[config.mk]
export PLATFORM = sky130hd
export DESIGN_NAME = fb_phase_seq
export DESIGN_NICKNAME = d
export VERILOG_FILES = /design/src/rtl/fbs_pkg.sv /design/src/rtl/fbs_sync.sv /design/src/rtl/fbs_guard.sv /design/src/rtl/fbs_timer.sv /design/src/rtl/fbs_fsm.sv /design/src/rtl/fb_phase_seq.sv
export SDC_FILE = /design/constraint.sdc
export NUM_CORES = 1
export LEC_CHECK = 0
export BUFFER_PORTS_ARGS = -buffer_cell sky130_fd_sc_hd__buf_2
export CAP_MARGIN = 20
export CORE_ASPECT_RATIO = 1.4
export CORE_MARGIN = 2
export CORE_UTILIZATION = 41
export DETAILED_ROUTE_END_ITERATION = 10
export PLACE_DENSITY = 0.69
export SLEW_MARGIN = 20
export SYNTH_ARGS = -nofsm -noshare
export SYNTH_HDL_FRONTEND = slang
export SYNTH_SLANG_ARGS = --single-unit
[constraint.sdc]
create_clock -name clk -period 5.2 [get_ports clk]
set_clock_uncertainty 0.1 [all_clocks]
set_input_delay 0.78 -clock clk [delete_from_list [all_inputs] [get_ports clk]]
set_output_delay 0.78 -clock clk [all_outputs]
set_load 0.02 [all_outputs]
[src/rtl/fbs_pkg.sv]
package fbs_pkg;

   typedef enum logic [2:0] {
      PH_OFF  = 3'd0,
      PH_PRE  = 3'd1,
      PH_HOLD = 3'd2,
      PH_AON  = 3'd3,
      PH_DTA  = 3'd4,
      PH_BON  = 3'd5,
      PH_DTB  = 3'd6
   } fbs_phase_e;

   typedef struct packed {
      logic hi2;
      logic hi1;
      logic lo2;
      logic lo1;
   } fbs_gate_t;

   localparam fbs_gate_t GATE_NONE = '{hi2: 1'b0, hi1: 1'b0, lo2: 1'b0, lo1: 1'b0};
   localparam fbs_gate_t GATE_LOWS = '{hi2: 1'b0, hi1: 1'b0, lo2: 1'b1, lo1: 1'b1};
   localparam fbs_gate_t GATE_A    = '{hi2: 1'b1, hi1: 1'b0, lo2: 1'b0, lo1: 1'b1};
   localparam fbs_gate_t GATE_B    = '{hi2: 1'b0, hi1: 1'b1, lo2: 1'b1, lo1: 1'b0};

endpackage

[src/rtl/fbs_sync.sv]
module fbs_sync #(
   parameter int STAGES = 2
) (
   input  logic clk,
   input  logic rst_n,
   input  logic d,
   output logic q
);

   for (genvar i = 0; i < STAGES; i++) begin : g_st
      logic r;
      if (i == 0) begin : g_first
         always_ff @(posedge clk) begin
            if (!rst_n) r <= 1'b0;
            else        r <= d;
         end
      end else begin : g_next
         always_ff @(posedge clk) begin
            if (!rst_n) r <= 1'b0;
            else        r <= g_st[i-1].r;
         end
      end
   end

   assign q = g_st[STAGES-1].r;

endmodule

[src/rtl/fbs_guard.sv]
module fbs_guard (
   input  logic clk,
   input  logic rst_n,
   input  logic above_on,
   input  logic below_off,
   input  logic shut_s,
   input  logic cfg_valid,
   output logic run
);

   logic sup_ok;
   logic fault;
   logic cfg_ok_q;

   // supply on/off with hysteresis: turn on above upper level, off below lower
   always_ff @(posedge clk) begin
      if (!rst_n) begin
         sup_ok <= 1'b0;
      end else if (sup_ok) begin
         if (below_off) sup_ok <= 1'b0;
      end else if (above_on) begin
         sup_ok <= 1'b1;
      end
   end

   // latched fault: set by synchronised shutdown, cleared only by supply drop
   always_ff @(posedge clk) begin
      if (!rst_n)         fault <= 1'b0;
      else if (shut_s)    fault <= 1'b1;
      else if (below_off) fault <= 1'b0;
   end

   always_ff @(posedge clk) begin
      if (!rst_n) cfg_ok_q <= 1'b0;
      else        cfg_ok_q <= cfg_valid;
   end

   assign run = sup_ok & ~fault & cfg_ok_q & ~shut_s;

endmodule

[src/rtl/fbs_timer.sv]
module fbs_timer #(
   parameter int W = 16
) (
   input  logic         clk,
   input  logic         rst_n,
   input  logic         load,
   input  logic [W-1:0] load_val,
   output logic         done
);

   logic [W-1:0] cnt;

   always_ff @(posedge clk) begin
      if (!rst_n)           cnt <= '0;
      else if (load)        cnt <= load_val;
      else if (cnt != '0)   cnt <= cnt - 1'b1;
   end

   assign done = (cnt == '0);

endmodule

[src/rtl/fbs_fsm.sv]
module fbs_fsm
   import fbs_pkg::*;
#(
   parameter int W = 16
) (
   input  logic         clk,
   input  logic         rst_n,
   input  logic         run,
   input  logic         hold,
   input  logic [W-1:0] half,
   input  logic [W-1:0] dt,
   input  logic         done,
   output logic         load,
   output logic [W-1:0] load_val,
   output fbs_gate_t    gate
);

   fbs_phase_e ph, ph_nxt;
   logic [W-1:0] on_len;
   logic [W-1:0] dt_len;
   logic [W-1:0] pre_len;

   assign on_len  = half - dt - 1'b1;
   assign dt_len  = dt - 1'b1;
   assign pre_len = half - 1'b1;

   always_comb begin
      ph_nxt   = ph;
      load     = 1'b0;
      load_val = '0;
      if (!run) begin
         ph_nxt = PH_OFF;
      end else if (hold) begin
         ph_nxt = PH_HOLD;
      end else begin
         unique case (ph)
            PH_OFF, PH_HOLD: begin
               ph_nxt = PH_PRE; load = 1'b1; load_val = pre_len;
            end
            PH_PRE: if (done) begin
               ph_nxt = PH_DTB; load = 1'b1; load_val = dt_len;
            end
            PH_DTB: if (done) begin
               ph_nxt = PH_AON; load = 1'b1; load_val = on_len;
            end
            PH_AON: if (done) begin
               ph_nxt = PH_DTA; load = 1'b1; load_val = dt_len;
            end
            PH_DTA: if (done) begin
               ph_nxt = PH_BON; load = 1'b1; load_val = on_len;
            end
            PH_BON: if (done) begin
               ph_nxt = PH_DTB; load = 1'b1; load_val = dt_len;
            end
            default: ph_nxt = PH_OFF;
         endcase
      end
   end

   always_ff @(posedge clk) begin
      if (!rst_n) ph <= PH_OFF;
      else        ph <= ph_nxt;
   end

   always_comb begin
      unique case (ph)
         PH_PRE, PH_HOLD: gate = GATE_LOWS;
         PH_AON:          gate = GATE_A;
         PH_BON:          gate = GATE_B;
         default:         gate = GATE_NONE;
      endcase
   end

endmodule

[src/rtl/fb_phase_seq.sv]
module fb_phase_seq
   import fbs_pkg::*;
#(
   parameter int HALF_W      = 16,
   parameter int DT_LONG     = 200,
   parameter int DT_SHORT    = 100,
   parameter bit DT_SEL_EN   = 1'b1,
   parameter int SYNC_STAGES = 2
) (
   input  logic              clk,
   input  logic              rst_n,
   input  logic              vdd_above_on,
   input  logic              vdd_below_off,
   input  logic              shut_req,
   input  logic              hold_req,
   input  logic [HALF_W-1:0] cfg_half,
   input  logic              cfg_dt_long,
   output logic              lo1_en,
   output logic              lo2_en,
   output logic              hi1_en,
   output logic              hi2_en
);

   localparam logic [HALF_W-1:0] DT_L = HALF_W'(DT_LONG);
   localparam logic [HALF_W-1:0] DT_S = HALF_W'(DT_SHORT);

   if (DT_SHORT < 1) begin : g_bad_short
      $error("fb_phase_seq: DT_SHORT must be at least 1");
   end
   if (DT_LONG < DT_SHORT) begin : g_bad_long
      $error("fb_phase_seq: DT_LONG must not be below DT_SHORT");
   end
   if (DT_LONG + 1 >= (2 ** HALF_W)) begin : g_bad_width
      $error("fb_phase_seq: HALF_W too narrow for DT_LONG");
   end
   if (SYNC_STAGES < 2) begin : g_bad_sync
      $error("fb_phase_seq: SYNC_STAGES must be at least 2");
   end

   logic [HALF_W-1:0] dt_cyc;

   if (DT_SEL_EN) begin : g_dt_sel
      assign dt_cyc = cfg_dt_long ? DT_L : DT_S;
   end else begin : g_dt_fix
      logic unused_sel;
      assign unused_sel = cfg_dt_long;
      assign dt_cyc     = DT_L;
   end

   logic      shut_s;
   logic      run;
   logic      load;
   logic      done;
   logic [HALF_W-1:0] load_val;
   fbs_gate_t gate;

   fbs_sync #(.STAGES(SYNC_STAGES)) sync_i (
      .clk   (clk),
      .rst_n (rst_n),
      .d     (shut_req),
      .q     (shut_s)
   );

   fbs_guard guard_i (
      .clk       (clk),
      .rst_n     (rst_n),
      .above_on  (vdd_above_on),
      .below_off (vdd_below_off),
      .shut_s    (shut_s),
      .cfg_valid (cfg_half > dt_cyc),
      .run       (run)
   );

   fbs_timer #(.W(HALF_W)) timer_i (
      .clk      (clk),
      .rst_n    (rst_n),
      .load     (load),
      .load_val (load_val),
      .done     (done)
   );

   fbs_fsm #(.W(HALF_W)) fsm_i (
      .clk      (clk),
      .rst_n    (rst_n),
      .run      (run),
      .hold     (hold_req),
      .half     (cfg_half),
      .dt       (dt_cyc),
      .done     (done),
      .load     (load),
      .load_val (load_val),
      .gate     (gate)
   );

   assign lo1_en = gate.lo1 & run;
   assign lo2_en = gate.lo2 & run;
   assign hi1_en = gate.hi1 & run;
   assign hi2_en = gate.hi2 & run;

endmodule

Word-level counts from Yosys, hierarchy flattened
Index checks and enable logic that the tools add are counted.
Word-level totals
  word-level logic and storage cells: 78
  output and inout port bits: 4
  bits in registers: 24
  input port bits: 23
Operators by class
  muxes and demuxes: 24
  equal/unequal tests: 14
  reductions and logical operators: 15
  $lt $le $gt $ge: 1
  bitwise operators: 11
  $add $sub $neg: 5
Operators by type and width (number)
  16-bit 2-to-1 mux: 6
  16-bit case mux with 3 select lines: 1
  16-bit by 1-bit subtractor with 16-bit output (second input constant): 3
  16-bit by 8-bit greater-than comparator with 1-bit output: 1
  16-bit zero test: 1
  16-bit nonzero test: 1
  16-bit by 8-bit subtractor with 16-bit output: 1
  3-bit case mux with 5 select lines: 1
  3-bit 2-to-1 mux: 4
  4-bit case mux with 3 select lines: 1
  3-bit == test (second input constant): 3
  3-bit inequality test (second input constant): 3
  8-bit by 1-bit subtractor with 9-bit output (second input constant): 1
  1-bit 2-to-1 mux: 8
  8-bit 2-to-1 mux: 1
  4-bit AND reduction: 2
  2-bit OR reduction: 4
  1-bit bitwise AND: 7
  3-bit by 2-bit == test with 1-bit output (second input constant): 2
  2-bit inequality test (second input constant): 3
  3-bit OR reduction: 2
  5-bit OR reduction: 1
  1-bit NOT: 4
  2-bit nonzero test: 2
  7 further kinds: 7

Longest topological paths before layout
Gate-level depths: netlist of run 1.
  depth after elaboration: 8
  mapped depth: 9
  gate-level depth less buffers: 8

Modules after synthesis
Synthesis of run 1 repeated with hierarchy kept, for this count alone.
Unflattened totals
  cells, all modules: 407
  area total of the unflattened synthesis: 3017.9 µm²
Modules (own cells, without submodules)
  fbs_fsm: cells an instance 258, seq. area each 60.1 µm², area an instance 1773.0 µm², times used 1
  fbs_timer: cells an instance 112, seq. area each 320.3 µm², area an instance 913.4 µm², times used 1
  fb_phase_seq: cells an instance 22, seq. area each 0.0 µm², area an instance 158.9 µm², times used 1
  fbs_guard: cells an instance 11, seq. area each 60.1 µm², area an instance 120.1 µm², times used 1
  fbs_sync: cells an instance 4, seq. area each 40.0 µm², area an instance 52.6 µm², times used 1

Worst setup path after synthesis of run 1
Ideal clock, no wire load.
  path type: input-to-reg
  start: input port cfg_half[5]
  end: register timer_i.cnt[15]
  path buffers: 1
  data required time: 4.980 ns
  data arrival time: 2.413 ns
  setup time: 0.120 ns
  cell stages on the path: 8
  path slack: 2.567 ns
  cell sequence: ha_1 clkbuf_1 o21a_1 or2_2 a221o_1 a21oi_1 a21boi_0 o31a_1
On the way
  longest elaborated chain between the ends: 7
  elaborated cells between the ends (all ways): 8
  those cells by class: add/sub: 3; mux: 5
Ends and longest elaborated chain
  from (decl): line fb_phase_seq.sv:16  | input logic [HALF_W-1:0] cfg_half,
  16-bit by 8-bit subtractor with 16-bit output: line fbs_fsm.sv:23  | assign on_len = half - dt - 1'b1;
  16-bit by 1-bit subtractor with 16-bit output: line fbs_fsm.sv:23
  16-bit 2-to-1 mux: line fbs_fsm.sv:43, fbs_fsm.sv:49
  16-bit case mux with 3 select lines *: line fbs_fsm.sv:36  | unique case (ph)
  16-bit 2-to-1 mux *: line fbs_fsm.sv:33  | end else if (hold) begin
  16-bit 2-to-1 mux *: line fbs_fsm.sv:31  | if (!run) begin
  16-bit 2-to-1 mux *: line fbs_timer.sv:15  | else if (load) cnt <= load_val;
  to (signal assigned): line fbs_timer.sv:15
  to (signal assigned): line fbs_timer.sv:16  | else if (cnt != '0) cnt <= cnt - 1'b1;
  to (decl): line fbs_timer.sv:11  | logic [W-1:0] cnt;
Mark *: on every way between the ends. The rest lies on a longest branch, timed or not.
A chain may end at the register's enable or synchronous reset.

Worst setup path after layout of run 1
  start: register timer_i.cnt[0]
  end: register timer_i.cnt[6]
On the way
  longest elaborated chain between the ends: 6
  elaborated cells between the ends (all ways): 15
  those cells by class: add/sub: 1; mux: 11; reduce/logical: 3
Ends and longest elaborated chain
  branches (longest 6 deep; another with 16-bit by 1-bit subtractor with 16-bit output)
Parallel ways; which one is timed is not known. The select of a mux whose other input is x is not followed.

==> impl_summary.md, run 1 <==
Outcome
The flow ran to the end, and the final reports show no timing, DRC or antenna violations.

Cells and area
The share of final-layout standard cells stronger than drive strength 1 is 15.2%. The count of nets after finishing is 348. The count of antenna diodes in the layout is 0. The growth of design area from synthesis to finish is 8.22%.

The filler cells instantiated in the layout total 548.

Route
After detailed routing, the number of remaining DRC violations is 0. The number of detailed-routing iterations run before antenna repair is 4. The detail route stage leaves a number of antenna-violating nets equal to 0.

The via density per instance is 6.13. In the final routed layout, each cell accounts on average for 16.1 um. The final wirelength is 6170 um. The routed layout has 2352 vias.

The number of DRC markers after the initial detailed-route iteration is 86.

Logic synthesis
The area of the mapped netlist is 2310 sq um. After synthesis, the share of flip-flops with an asynchronous set or reset is 0%. The biggest area contributor in the post-synthesis netlist is dfxtp_1. The number of warnings issued by yosys is 0.

After synthesis, the largest area contributor takes up 20.8% of total cell area. In the synthesized netlist the dominant register cell turns out to be dfxtp_1. The number of enable flip-flop cells after synthesis is 0.

The sequential fraction of the synthesis area is 20.8%. The instance count of the mapped netlist is 304. Counting flops and latches in the post-synthesis netlist gives 24. The netlist uses 62 different library cells. By area the synthesized netlist is led by dfxtp_1, xnor2_1, a21oi_1, nand2_1, ha_1. When the netlist entered floorplanning its net count stood at 335.

A synthesized cell averages 7.61 sq um.

Clock network
The clock buffer count from CTS is 3. The insertion delay of the later-clocked pin in the worst-skew pair is 270 ps. The clock root buffer master is clkbuf_8.

Once the clock tree was built, the setup fixing pass inserted 0 buffers. Clock tree synthesis found a total of 24 sinks. The clock-pin slew reported for the worst setup and hold paths after clock tree synthesis is 90 ps. TritonCTS built the clock tree. The number of gates resized after CTS was 0. The H-tree depth is 1. For this design, the CTS-stage hold fixing added 0 buffers. The longest clock path from root to sink contains 2 buffers.

Pwr
The switching component of the power is 387 uW. The share of total power consumed by net switching is 42.7%. Of the total power, the clock network draws 14.0%.

The cell internal power dissipation is 520 uW. The share of total power dissipated in sequential elements is 32.9%. Power spread over the standard cell area amounts to 362 nW/um^2. The leakage power of the design is 0.000945 uW. The largest voltage drop on the vdd net is 144 uV. The combinational power share is 53.1%.

Worst setup path
The critical path capture point type is a register. The worst setup path is of the reg2reg kind. The worst setup path is launched from a register. Of all nets on the critical path, the largest fanout is 21. Data on the critical path arrives at its endpoint at 3000 ps. At the worst endpoint, the required time is 5230 ps.

GRT
The number of global-route vias before repair came to 2114. Global routing used 20.8% of the available tracks across all layers. The largest net degree at the start of global routing is 22. The initial antenna violation count is 0. Summed over all layers, the global routing overflow is 0.

The global-route wire length before repair is 10100 um.

Floorplanning
The full die area is 6270 sq um. The floorplan has 32 rows. The floorplan die width is 67.5 um.

The count of boundary I/O pins is 27. The region available for standard cell placement spans 5490 sq um. The starting utilization of the core area is 42.2%. In this run the vertical extent of the chip is 92.9 um.

STA
The hold violation count in the final report is 0. The timing-limited maximum frequency is 0.337 GHz. The pin slew with the least headroom to its limit is 858 ps. The max-slew violation total from the final report came to 0. The smallest clock period supported by the final layout is computed as 2970 ps. Setup slack on the critical path of the routed design comes to 2230 ps.

Summed over all failing endpoints, the final setup total negative slack is 0 ps. Setup repair after global routing left no endpoint under its margin. Setup violations remaining at the end of the flow were counted as 0.

The final critical path takes up 57.1% of the cycle. The relative max-transition margin is 42.7%.

Hold path
The classification of the worst-slack hold path is reg2reg.

Place
At the end of routability-driven placement, the weighted congestion stood at 0.957. After legalization and detailed placement, the total HPWL measured 4770 um. Before CTS, the worst setup slack after placement is 2080 ps. The number of buffer cells added on primary ports is 26.

Job
The number of max-cap violations is 0.
[cells in the final DEF, fill, tap and decap left out, types with 6 or more instances in the layout]
cell type	synthesis	layout
xnor2_1	14	14
or3_1	7	7
o21ai_0	12	12
nor2_1	26	26
o21a_1	6	6
inv_1	12	12
xor2_1	6	6
nor3_1	12	12
buf_2	7	26
ha_1	8	8
dfxtp_1	24	24
a211oi_1	9	9
nand2_1	27	27
a21oi_1	23	23
or4_1	6	6
[cell type report]
type | instances | area, sq um | area share [%]
multi-input cells | 250 | 1710 | 68.2
flip-flops and latches | 24 | 480 | 19.2
repair buffers | 26 | 130 | 5.20
well taps | 68 | 85.1 | 3.40
clock buffers | 4 | 55.1 | 2.20
inverters | 12 | 45.0 | 1.80
[cell usage after synthesis (all sizes together) (5+ instances only)]
library cell / number
o211ai: 5
and2: 5
inv: 12
o21a: 6
nor4: 6
a211oi: 10
xnor2: 14
or4: 6
clkbuf: 9
ha: 8
buf: 9
o21ai: 13
nor3: 15
or3: 9
nor2: 26
a21oi: 23
nand3: 5
dfxtp: 24
xor2: 6
nand2: 28
[power by group through the flow]
stage	Sequential (uW)	Clock (uW)	Combinational, uW
floorplan	291	0	396
global placement	301	0	471
detailed placement	302	0	472
CTS	299	130	477
global route	307	135	530
finish	298	127	481
[critical path, cell delays in order (launching register included)]
cell and delay, ps:
dfxtp_1 330, inv_1 110, ha_1 170, nor4b_4 310
nand4_4 310, o21ai_2 250, nand3_1 630, a211oi_1 520
nor3_1 80
[registers in the layout (all words and copies together), names as in the netlist]
register,cells
sync_i.g_st.r,1
guard_i.sup_ok,1
sync_i.q,1
timer_i.cnt,16
guard_i.cfg_ok_q,1
guard_i.fault,1
fsm_i.ph,3
[through the flow]
step           power (uW)  std cells  utilization, %  hold slack (ps)  cell area (sq um)
3_3_place_gp          771        380            44.6              318               2450
3_5_place_dp          774        380            44.6              330               2450
6_report              906        384            45.6              344               2500
2_1_floorplan         687        304               -              312               2310
4_1_cts               905        384            45.6              352               2500
5_1_grt               972        384            45.6              389               2500
[worst paths after layout]
check | start | slack, ps | end | depth (start not counted)
setup / recovery | timer_i.cnt[0]$_SDFFE_PN0P_ | 2230 | timer_i.cnt[6]$_SDFFE_PN0P_ | 8
hold / removal | sync_i.g_st[0].r$_SDFF_PN0_ | 340 | sync_i.q$_SDFF_PN0_ | 1
setup reg to reg | timer_i.cnt[0]$_SDFFE_PN0P_ | 2230 | timer_i.cnt[6]$_SDFFE_PN0P_ | 8
hold reg to reg | sync_i.g_st[0].r$_SDFF_PN0_ | 340 | sync_i.q$_SDFF_PN0_ | 1
[per-layer routing]
metal / routed length (um) / vias up / track usage, %
li1: - / 1155 / -
met3: 178 / 14 / 1.58
met5: 0 / - / 0
met2: 3220 / 78 / 35.6
met4: 131 / 0 / 7.65
met1: 2650 / 1105 / 26.4
[cells by family after synthesis]
| group | synth area share (%) |
|---|---|
| AND/OR/NAND/NOR | 33.1 |
| buffers and inverters | 5.41 |
| XOR/XNOR | 7.57 |
| flip-flops | 20.8 |
| adder cells (fa/ha/maj) | 4.33 |
| multiplexers | 0.865 |
| AO/OA/AOI/OAI | 28.0 |
(Power assumes the default switching activity.)
==> run 2: changes to the inputs <==
ABC_AREA = 1   (was not set)
clock period = 2.8 ns   (was 5.2 ns; I/O delays follow)
==> run 2 against run 1 <==
  * Sequential cell count is the same
  * Combinational power increased by 140%
  * Wire length grew 7.7%
  * Largest power group unchanged
  * Register-to-register slack lost 1400 ps
  * Core utilization up 0.74 points
  * Global-route usage fell by 0.60 points
  * Critical path depth fell by 3
  * First-iteration DRC count is 15% higher
  * Via count up 15%
  * Synthesized cell count rose by 42%
==> impl_summary.md, run 2 <==
Outcome
Result of the run: finished clean (unchanged).

GRT
The global routing usage summed across all routing layers was 20.2% (was 20.8%). The global-route wire length before repair is 11600 um (was 10100 um). The largest net degree at the start of global routing came to 20 (was 22). The initial antenna violation count came to 0 (unchanged). The total congestion overflow after global routing came to 0 (unchanged). The number of global-route vias before repair came to 2633 (was 2114).

Clock network
The number of buffers on the longest clock path is 2 (unchanged). The number of gates resized after CTS is 0 (unchanged). The clock root buffer master is clkbuf_8 (unchanged). The clock buffer count from CTS is 3 (unchanged).

The clock-pin slew reported for the worst setup and hold paths after clock tree synthesis is 90 ps (about the same). The cts-stage hold buffer count was 0 (unchanged). The insertion delay of the later-clocked pin in the worst-skew pair is 270 ps (about the same).

The number of setup buffers added after CTS is 0 (unchanged). The clock tree from TritonCTS was yes (unchanged). The H-tree depth is 1 (unchanged). The number of sinks handled by clock tree synthesis is 24 (unchanged).

Hold path
The startpoint of the worst hold path is shut_req (was sync_i.g_st[0].r$_SDFF_PN0_). The classification of the worst-slack hold path was in2reg (was reg2reg).

Route
The number of DRC markers after the initial detailed-route iteration is 99 (was 86). The DRC violation count after routing is 0 (unchanged). The via density per instance is 5.16 (was 6.13). The number of vias after detailed routing was 2708 (was 2352). The final wirelength came to 6650 um (was 6170 um).

The post-route antenna net violation count is 0 (unchanged). The wire length per cell after detailed routing came to 12.7 um (was 16.1 um). The number of detailed-routing iterations run before antenna repair came to 4 (unchanged).

Worst setup path
The critical path capture point type was an output pin (was register). The arrival time at the worst endpoint is 1500 ps (was 3000 ps). The data required time at the worst endpoint was 2280 ps (was 5230 ps). The critical path launch point type is a register (unchanged). The start-to-end type of the worst setup path is reg2out (was reg2reg). The reg-to-reg startpoint is fsm_i.ph[2]$_SDFFE_PP0P_ (was timer_i.cnt[0]$_SDFFE_PN0P_). The critical-path maximum fanout is 13 (was 21).

The worst setup path startpoint is fsm_i.ph[2]$_SDFFE_PP0P_ (was timer_i.cnt[0]$_SDFFE_PN0P_).

Logic synthesis
The area fraction of the dominant cell type after synthesis is 19.1% (was 20.8%). The average cell area after synthesis is 5.81 sq um (was 7.61 sq um). The instance count of the mapped netlist is 432 (was 304).

The largest area contributor in the netlist is dfxtp_1 (unchanged). Cell types with the highest counts after synthesis: nand2_1, nor2_1, inv_1 (was nand2_1, nor2_1, dfxtp_1). The number of warnings issued by yosys is 0 (unchanged). The async set-reset flop share out of synthesis is 0% (unchanged). The area of the mapped netlist was 2510 sq um (was 2310 sq um). The number of nets in the synthesized netlist is 463 (was 335). The sequential fraction of the synthesis area is 19.1% (was 20.8%).

The number of storage elements in the synthesis netlist came to 24 (unchanged). The count of cell types in the netlist was 38 (was 62). Synth top area cells: dfxtp_1, nand2_1, nand3_1, nor2_1, inv_1 (was dfxtp_1, xnor2_1, a21oi_1, nand2_1, ha_1). The prevailing post-synth register cell is dfxtp_1 (unchanged). The number of enable flip-flop cells after synthesis was 0 (unchanged). The most common cell in the netlist is nand2_1 (unchanged).

Cells and area
Leading cell types in the layout, fill and taps excluded: nand2_1, nor2_1, inv_1, nand3_1, o21ai_0 (was nand2_1, nor2_1, buf_2, dfxtp_1, a21oi_1). The most common library cell in the layout ignoring fill and taps was nand2_1 (unchanged). The growth of design area from synthesis to finish is 9.07% (was 8.22%).

The count of nets after finishing was 487 (was 348). Biggest regs: timer_i.cnt x16, fsm_i.ph x3 (unchanged). The largest register by flop count is timer_i.cnt (unchanged).

The count of placed standard cells in the final layout, fillers left out came to 525 (was 384). The count of antenna diodes in the layout is 0 (unchanged). The share of final-layout standard cells stronger than drive strength 1 is 13.6% (was 15.2%).

The flip-flop count of the largest register after layout is 16 (unchanged).

Pwr
The total power density per cell area was 738 nW/um^2 (was 362 nW/um^2). The leakage power of the design is 0.00133 uW (was 0.000945 uW). The largest voltage drop on the vdd net was 285 uV (was 144 uV).

Place
The total placed cells including tap cells was 521 (was 380). The placed wire-length estimate after detailed placement is 5490 um (was 4770 um). The final weighted congestion of routability-driven global placement was 0.937 (was 0.957). The number of buffer cells added on primary ports is 26 (unchanged). The pre-CTS worst setup slack is 555 ps (was 2080 ps).

STA
The final critical path takes up 72.0% of the cycle. The final setup violation count came to 0 (unchanged). The aggregate negative setup slack is 0 ps (unchanged).

The timing-limited maximum frequency is 0.496 GHz. The pin slew with the least headroom to its limit was 513 ps (was 858 ps). The hold violation count in the final report is 0 (unchanged). The final critical-path setup slack came to 784 ps (was 2230 ps). The max-slew violation total from the final report is 0 (unchanged). The relative max-transition margin is 65.7% (was 42.7%). The time the final worst path needs with I/O delays and setup is 2020 ps. Unrepaired setup endpoints after global routing: no (unchanged). The tightest hold margin is 220 ps (was 344 ps).

Floorplanning
The placeable core region came to 5900 sq um (was 5490 sq um). The full die area was 6780 sq um (was 6270 sq um). The vertical extent of the die was 96.6 um (was 92.9 um). The number of core rows is 33 (was 32). The starting utilization of the core area is 42.5% (was 42.2%). The count of boundary I/O pins is 27 (unchanged).

The floorplan die width is 70.1 um (was 67.5 um).

Job
The number of max-cap violations is 0 (unchanged).
run 2: final timing paths:
check | end | slack [ps] | cells past startpoint
hold reg to reg | sync_i.q$_SDFF_PN0_ | 320 | 2
setup reg to reg | timer_i.cnt[5]$_SDFFE_PN0P_ | 790 | 9
setup / recovery | lo2_en | 780 | 5
hold / removal | sync_i.g_st[0].r$_SDFF_PN0_ | 220 | 3
run 2: through the flow:
stage / cell area, sq um / utilization (%) / power [uW]
after global routing: 2740 / 46.4 / 2220
after detailed placement: 2670 / 45.2 / 1710
after CTS: 2740 / 46.4 / 2030
after floorplan: 2510 / - / 1470
final: 2740 / 46.4 / 2020
after global placement: 2670 / 45.2 / 1700
run 2: power breakdown:
part	switching, uW	internal, uW	leakage [uW]	total (uW)
registers	91.4	448	0.000198	539
logic	734	440	0.00109	1170
clock network	115	191	0.0000357	307
run 2: cells by family after synthesis:
group           count (synthesis)  synth area share [%]
compound gates                 60                  14.6
flops                          24                  19.1
buf+inv                        67                  11.8
fa+ha+maj                       8                  3.99
xor+xnor                       17                  5.93
simple gates                  256                  44.6
run 2: area by class of cell:
cell class	instances	area [sq um]
clock buffer	3	41.3
fill	626	3170
multi-input combinational	341	1740
inverter	59	226
sequential	24	480
clock inverter	1	30.0
tap	70	87.6
timing repair buffer	27	138
run 2: critical path, stage by stage (launching register included):
cell      delay [ps]
dfxtp_1          390
nor2_1           120
buf_4            220
inv_2             90
a211oi_1         210
buf_2            190
run 2: metal layers:
layer / GRT usage [%] / up-vias / routed length, um
li1: - / 1433 / -
met1: 23.0 / 1194 / 2810
met2: 38.1 / 65 / 3420
met3: 0.625 / 16 / 199
met4: 9.02 / 0 / 221
met5: 0 / - / 0
